<file path="src/rtl/stripe_pkg.sv">
package stripe_pkg;

    // Output register occupancy.
    typedef enum logic {
        ST_EMPTY = 1'b0,
        ST_FULL  = 1'b1
    } xpose_state_e;

    // Flat position in the lane-major vector of logical stream bit j.
    function automatic int lane_pos(input int j, input int lanes, input int byte_w);
        return (j % lanes) * byte_w + (j / lanes);
    endfunction

endpackage

</file>
<file path="src/rtl/stripe_map.sv">
module stripe_map #(
    parameter int LANES  = 2,
    parameter int BYTE_W = 8,
    localparam int TOTAL = LANES * BYTE_W
) (
    input  logic             dir_i,
    input  logic [TOTAL-1:0] src_i,
    output logic [TOTAL-1:0] dst_o
);
    import stripe_pkg::*;

    logic [TOTAL-1:0] striped;
    logic [TOTAL-1:0] destriped;

    // Pure wiring: each bit has one source in each direction.
    for (genvar j = 0; j < TOTAL; j++) begin : g_bit
        localparam int P = lane_pos(j, LANES, BYTE_W);
        assign striped[j]   = src_i[P];
        assign destriped[P] = src_i[j];
    end

    assign dst_o = dir_i ? destriped : striped;

endmodule

</file>
<file path="src/rtl/stripe_ctrl.sv">
module stripe_ctrl (
    input  logic clk,
    input  logic rst_n,
    input  logic in_valid,
    input  logic out_ready,
    output logic in_ready,
    output logic out_valid,
    output logic load_en
);
    import stripe_pkg::*;

    xpose_state_e state_q, state_d;

    always_ff @(posedge clk or negedge rst_n) begin
        if (!rst_n) state_q <= ST_EMPTY;
        else        state_q <= state_d;
    end

    always_comb begin
        state_d   = state_q;
        in_ready  = 1'b0;
        out_valid = 1'b0;
        load_en   = 1'b0;
        unique case (state_q)
            ST_EMPTY: begin
                in_ready = 1'b1;
                load_en  = in_valid;
                if (in_valid) state_d = ST_FULL;                  // LOAD
            end
            ST_FULL: begin
                out_valid = 1'b1;
                in_ready  = out_ready;
                load_en   = in_valid && out_ready;
                if (out_ready && !in_valid) state_d = ST_EMPTY;   // DRAIN
                // STREAM and STALL both stay in ST_FULL
            end
            default: state_d = ST_EMPTY;
        endcase
    end

endmodule

</file>
<file path="src/rtl/bit_stripe_xpose.sv">
module bit_stripe_xpose #(
    parameter int LANES  = 2,
    parameter int BYTE_W = 8,
    localparam int TOTAL = LANES * BYTE_W
) (
    input  logic             clk,
    input  logic             rst_n,
    input  logic             dir_i,
    input  logic             in_valid,
    output logic             in_ready,
    input  logic [TOTAL-1:0] in_data,
    output logic             out_valid,
    input  logic             out_ready,
    output logic [TOTAL-1:0] out_data
);
    logic             load_en;
    logic [TOTAL-1:0] mapped;

    stripe_map #(.LANES(LANES), .BYTE_W(BYTE_W)) u_map (
        .dir_i (dir_i),
        .src_i (in_data),
        .dst_o (mapped)
    );

    stripe_ctrl u_ctrl (
        .clk       (clk),
        .rst_n     (rst_n),
        .in_valid  (in_valid),
        .out_ready (out_ready),
        .in_ready  (in_ready),
        .out_valid (out_valid),
        .load_en   (load_en)
    );

    always_ff @(posedge clk or negedge rst_n) begin
        if (!rst_n)       out_data <= '0;
        else if (load_en) out_data <= mapped;
    end

endmodule

</file>
<file path="config.mk">
export PLATFORM = sky130hd
export DESIGN_NAME = bit_stripe_xpose
export DESIGN_NICKNAME = d
export VERILOG_FILES = /design/src/rtl/stripe_pkg.sv /design/src/rtl/stripe_map.sv /design/src/rtl/stripe_ctrl.sv /design/src/rtl/bit_stripe_xpose.sv
export SDC_FILE = /design/constraint.sdc
export NUM_CORES = 1
export LEC_CHECK = 0
export ABC_AREA = 1
export BUFFER_PORTS_ARGS = -buffer_cell sky130_fd_sc_hd__buf_4
export CORE_AREA = 4 4 58 60
export CTS_CLUSTER_DIAMETER = 40
export DETAILED_ROUTE_END_ITERATION = 7
export DIE_AREA = 0 0 62 64
export PLACE_DENSITY = 0.54
export SETUP_SLACK_MARGIN = 0.5
export SLEW_MARGIN = 0
export SYNTH_ARGS = -nofsm -noshare
export SYNTH_HDL_FRONTEND = slang
export SYNTH_SLANG_ARGS = --single-unit
export TNS_END_PERCENT = 5
</file>
<file path="constraint.sdc">
create_clock -name clk -period 1.77 [get_ports clk]
set_input_delay 0.354 -clock clk [delete_from_list [all_inputs] [get_ports clk]]
set_output_delay 0.354 -clock clk [all_outputs]
set_load 0.01 [all_outputs]
</file>
==> metrics, run 1 <==
status=completed; overall routed net length=2020 µm; Syn Area/Cell=7.26 µm²; DRC viols=0; Tot Pwr=962 µW; Crit Path Class=flip-flop to output pin; Die ar.=3970 µm²; peak supply drop=0.359 mV; commonest cells in the netlist=82 x nand2_1, 17 x dfrtp_1, 5 x nand3_1, 4 x inv_1; PortBufs=38; Pre-antenna DRT Iters=4; count leader, synth=nand2_1; DR WL/cell=10.7 µm; via count=798; RSZ-0062 raised after global routing=yes; gr usage total=11.4%; final cell count without fillers=189; DRT iter0 DRCs=17; asr flop ratio synth=100%; first-pass GRT wire length=3440 µm; Clock transition at path regs=0.11 ns; PnR worst setup slack=0.491 ns; Die Width=62 µm; GR Overflow Total=0; worst slew pin tran=0.295 ns; Post-Place Cells=182; root buffer selected by CTS=clkbuf_4; Tcrit/Tclk final=72.3%; CP Capture Type=output pin; FP Rows=20; leading area contributor after synthesis=dfrtp_1; fin. max-slew vios=0; crit-path max FO=3; WP data required=1.42 ns; class of the worst hold path=input port to flip-flop; YS warnings=0; crit-path cells=nand2_4 -> buf_6; CP top delay family=flip-flops; fin crit period=1.28 ns; initial antenna violation count=0; Mapped Area=842 µm²; area share of the largest cell type after synthesis=50.5%; post-synth cell types=9; Seq/Total Area, Yosys=50.5%; clk_lat worst skew=0.30 ns; Routability Congestion=0.710; Worst setup SP type=flip-flop; max-cap violations=0; Layout Nets=178; Setup-failing EPs final=0; Max stage delay on crit path=0.44 ns; Final HPWL DP=1610 µm; H-tree depth=1; starting density of the core=28.8%; share of layout cells above drive strength 1=30.1%; Slew HR=80.3%; I/O pin count=39; Die Y=64 µm; core area=2930 µm²; smallest hold slack=0.292 ns; CP max-delay cell=dfrtp_1; Critical Path AT=0.92 ns; Mapped Cells=116; main area contributors after synthesis=dfrtp_1 51%, nand2_1 37%, nand3_1 3.0%; vias in the first global route=801; ant diodes=0; CTS tree=built; Worst Skew=0.0122 ns; Max Freq=782 MHz; P_leak=0.000717 µW; Sink Count=17; area delta synth->final=40.7%; DR vias/cell=4.22; Post-DRT Antenna Nets=0; Post-synth EDFFs=0; crit path buf inv count=1; flops & latches, synth=17; syn nets=137; Sum Neg Setup Slack=0 ns; Final Hold Vio Count=0; largest net degree at the start of global routing=18; clk buf depth=2; PwrDens=812 nW/µm²; final-layout fill cell count=304; clock buffer count from CTS=3; Setup WS pre-CTS=0.631 ns; top_reg_cell synth=dfrtp_1
==> metal layers <==
metal | vias to the layer above | share of wire [%] | track usage [%]
met5 | - | 0 | 0
met4 | 0 | 2.5 | 5.57
met3 | 5 | 4.6 | 1.41
met2 | 22 | 50 | 17.7
met1 | 345 | 43 | 15.2
li1 | 426 | - | -
==> registers in the layout, summed over array words and instances (netlist names) <==
name and cells:
u_ctrl.state_q 1, out_data 16
==> kinds of logic (layout without fill, tap and decap cells) <==
group,count (synthesis),in the layout,synth area share [%]
buf+inv,9,49,6.54
flops,17,17,50.5
simple gates,90,90,42.9
==> final timing paths <==
path / to / start / slack [ns] / depth (start not counted)
worst min register to register: out_data[5] / out_data[5] / 0.48 / 2
worst max register to register: out_data[14] / u_ctrl.state_q / 0.64 / 5
worst min-delay path: out_data[0] / in_data[0] / 0.29 / 3
worst max-delay path: in_ready / u_ctrl.state_q / 0.49 / 2
max in group asynchronous: out_data[4] / rst_n / 1.13 / 2
min in group asynchronous: out_data[2] / rst_n / 0.44 / 2
==> where the power goes <==
group | internal (µW) | leakage [µW] | switching [µW] | total, µW
combinational | 140 | 0.000489 | 137 | 276
sequential | 443 | 0.000211 | 33.2 | 476
clock | 84.1 | 0.0000177 | 125 | 209
total | 667 | 0.000717 | 295 | 962
==> per-stage QoR <==
| stage | cell area [µm²] | utilization, % |
|---|---|---|
| finish | 1180 | 40.5 |
| global route | 1180 | 40.5 |
| CTS | 1180 | 40.5 |
| detailed placement | 1130 | 38.5 |
| global placement | 1130 | 38.5 |
| floorplan | 842 | - |
==> tightest hold or removal path: stages <==
cell and delay [ns]:
buf_4 0.08, nand3_1 0.07, nand2_1 0.06
==> area by class of cell <==
class                      count  area [µm²]  share of cell area, %
multi-input combinational     90         362                   30.5
sequential                    17         425                   35.9
tap                           33        41.3                   3.48
inverter                       4        15.0                   1.27
timing repair buffer          41         314                   26.5
clock inverter                 1        5.00                  0.422
clock buffer                   3        22.5                   1.90
==> cells in the final DEF (no fill, tap or decap) <==
cell            n
buf_4          39
nand2_2         1
nand3_1         5
nand2_1        82
clkbuf_4        3
nand2_4         2
clkinv_2        1
inv_1           4
dfrtp_1        17
buf_6           1
dlygate4sd3_1   1
==> repair_timing <==
| action | 4_1_cts | 5_1_grt |
|---|---|---|
| buffers inserted | 2 | 0 |
| resized for setup | 1 | 0 |
| endpoints found under the setup margin | 2 | 2 |
| hold buffers | 1 | 0 |
| hold endpoints to repair | 17 | 0 |
| pin swaps | 1 | 0 |
Power figures use the tool's default switching activity.
==> run 2, diff against run 1 <==
==> constraint.sdc (replaced) <==
create_clock -name clk -period 1.2 [get_ports clk]
set_input_delay 0.24 -clock clk [delete_from_list [all_inputs] [get_ports clk]]
set_output_delay 0.24 -clock clk [all_outputs]
set_load 0.01 [all_outputs]
==> run 2 against run 1 <==
Effect of this change:
- cell count down 0.53%
- combinational power is 46% higher
- global-route usage up 0.66 points
- utilization shrank 0.26 points
- register-to-register slack worse by 0.47 ns
==> metrics, run 2 (synthesis gave the netlist of run 1 again) <==
status=completed; Psw=415 µW (+41%); Layout Nets=177 (-0.56%); Critical Path AT=0.89 ns (-0.03 ns); Post-DRT Antenna Nets=0 (unchanged); Max Freq=882 MHz; DRT iter0 DRCs=31 (+14); post-layout util=40.2% (-0.26 points); H-tree depth=1 (unchanged); peak supply drop=0.474 mV (+32%); Sink Count=17 (unchanged); Worst setup SP type=flip-flop; max reg flops=16 (unchanged); FP Rows=20 (unchanged); GR Overflow Total=0 (unchanged); Die Width=62 µm (unchanged); PwrDens=1190 nW/µm² (+47%); CP Capture Type=output pin; crit-path cells=nand2_4 -> buf_6; commonest non-fill, non-tap cell in the layout=nand2_1; Routability Congestion=0.789 (+11%); worst slew pin tran=0.307 ns (+0.0121 ns); CP top delay family=flip-flops; crit-path max FO=4 (+1); Seq pwr share=50.0% (+0.5 points); max-cap violations=0 (unchanged); core area=2930 µm² (unchanged); via count=779 (-2.4%); clk_lat worst skew=0.28 ns (-0.02 ns); clock buffer count from CTS=3 (unchanged); fin. max-slew vios=0 (unchanged); Clk pwr share=21.2% (-0.5 points); biggest regs=out_data x16, u_ctrl.state_q x1; first-pass GRT wire length=3640 µm (+6.0%); DR vias/cell=4.14 (-1.9%); Internal Pwr Total=986 µW (+48%); Die ar.=3970 µm² (unchanged); share of layout cells above drive strength 1=29.7% (-0.45 points); Crit Path Class=flip-flop to output pin; area delta synth->final=39.8%; Pre-antenna DRT Iters=4 (unchanged); DR WL/cell=10.5 µm (-1.5%); overall routed net length=1980 µm (-2.0%); largest net degree at the start of global routing=18 (unchanged); Die Y=64 µm (unchanged); CTS tree=built; Max stage delay on crit path=0.45 ns (about the same); RSZ-0062 raised after global routing=yes; clk buf depth=2 (unchanged); root buffer selected by CTS=clkbuf_4; Post-Place Cells=182 (unchanged); class of the worst hold path=input port to flip-flop; vias in the first global route=814 (+1.6%); gr usage total=12.1% (+0.66 points); most frequent cells in the layout=82 x nand2_1, 38 x buf_4, 16 x dfrtp_1; Logic pwr share=28.8% (about the same); final cell count without fillers=188 (-0.53%); WP data required=0.96 ns (-0.46 ns); Final Hold Vio Count=0 (unchanged); Final HPWL DP=1610 µm (-0.15%); DRC viols=0 (unchanged); crit path buf inv count=1 (unchanged); I/O pin count=39 (unchanged); Sum Neg Setup Slack=0 ns (unchanged); Net Sw Frac=29.6% (-1.0 points); ant diodes=0 (unchanged); initial antenna violation count=0 (unchanged); starting density of the core=28.8% (unchanged); placed cell area=1130 µm² (+0.11%); final-layout fill cell count=317 (+4.3%); final instance area=1180 µm² (-0.63%); PortBufs=38 (unchanged); Worst Skew=0.00227 ns (-0.00990 ns); Clock transition at path regs=0.09 ns (-0.02 ns); CP max-delay cell=dfrtp_2; Slew HR=79.5% (-0.81 points); Largest Register=out_data; Setup-failing EPs final=0 (unchanged); P_leak=0.000709 µW (-1.1%); fin crit period=1.13 ns; Tcrit/Tclk final=94.5%
run 2: cell types whose count changed in the layout (fill, tap and decap cells not counted), sizes merged:
cell / before / now
clkinv: 1 / 0
buf: 40 / 39
clkbuf: 3 / 4
run 2: final timing paths:
kind / cells past startpoint / startpoint / end / slack, ns
max in group asynchronous: 2 / rst_n / u_ctrl.state_q / 0.65
min: 3 / in_data[15] / out_data[15] / 0.18
min in group asynchronous: 2 / rst_n / out_data[7] / 0.35
max reg2reg: 5 / u_ctrl.state_q / out_data[9] / 0.17
min reg2reg: 2 / out_data[6] / out_data[6] / 0.49
max: 2 / u_ctrl.state_q / in_ready / 0.07
run 2: layout make-up:
type	count	area [µm²]	share of cell area (%)
Clock buffer	4	26.3	2.23
Tap cell	33	41.3	3.51
Inverter	4	15.0	1.28
Sequential cell	17	427	36.2
Timing Repair Buffer	40	307	26.0
Multi-Input combinational cell	90	362	30.7
run 2: power by group through the flow:
stage	combinational (µW)	clock (µW)	sequential (µW)
final	403	297	700
after global routing	456	338	716
after CTS	412	321	703
after detailed placement	404	0	714
after global placement	400	0	712
after floorplan	150	0	748
run 2: worst reg2reg max path: cells and delay by family, from the launching register on:
kind,cells,cell delay [ns]
flip-flops,1,0.45
AND/OR/NAND/NOR,4,0.35
buffers and inverters,1,0.14
run 2: timing repair:
item / 4_1_cts / 5_1_grt
hold buffers: 1 / 0
hold endpoints to repair: 17 / 0
pin swaps: 1 / 1
setup endpoints to repair: 35 / 35
setup buffers: 1 / 0
resized for setup: 1 / 0
run 2: through the flow:
step | total power, µW | hold slack [ns] | setup slack (ns)
2_1_floorplan | 898 | -0.0556 | 0.240
3_3_place_gp | 1110 | 0.114 | 0.223
3_5_place_dp | 1120 | 0.119 | 0.186
4_1_cts | 1440 | 0.169 | 0.0309
5_1_grt | 1510 | 0.185 | 0.0176
6_report | 1400 | 0.185 | 0.0659
run 2: layer usage:
| layer | wire, µm | GRT usage [%] | up-vias |
|---|---|---|---|
| met2 | 913 | 16.7 | 21 |
| met3 | 118 | 1.62 | 2 |
| met5 | 0 | 0 | - |
| met4 | 34 | 7.16 | 0 |
| li1 | - | - | 421 |
| met1 | 909 | 17.4 | 335 |
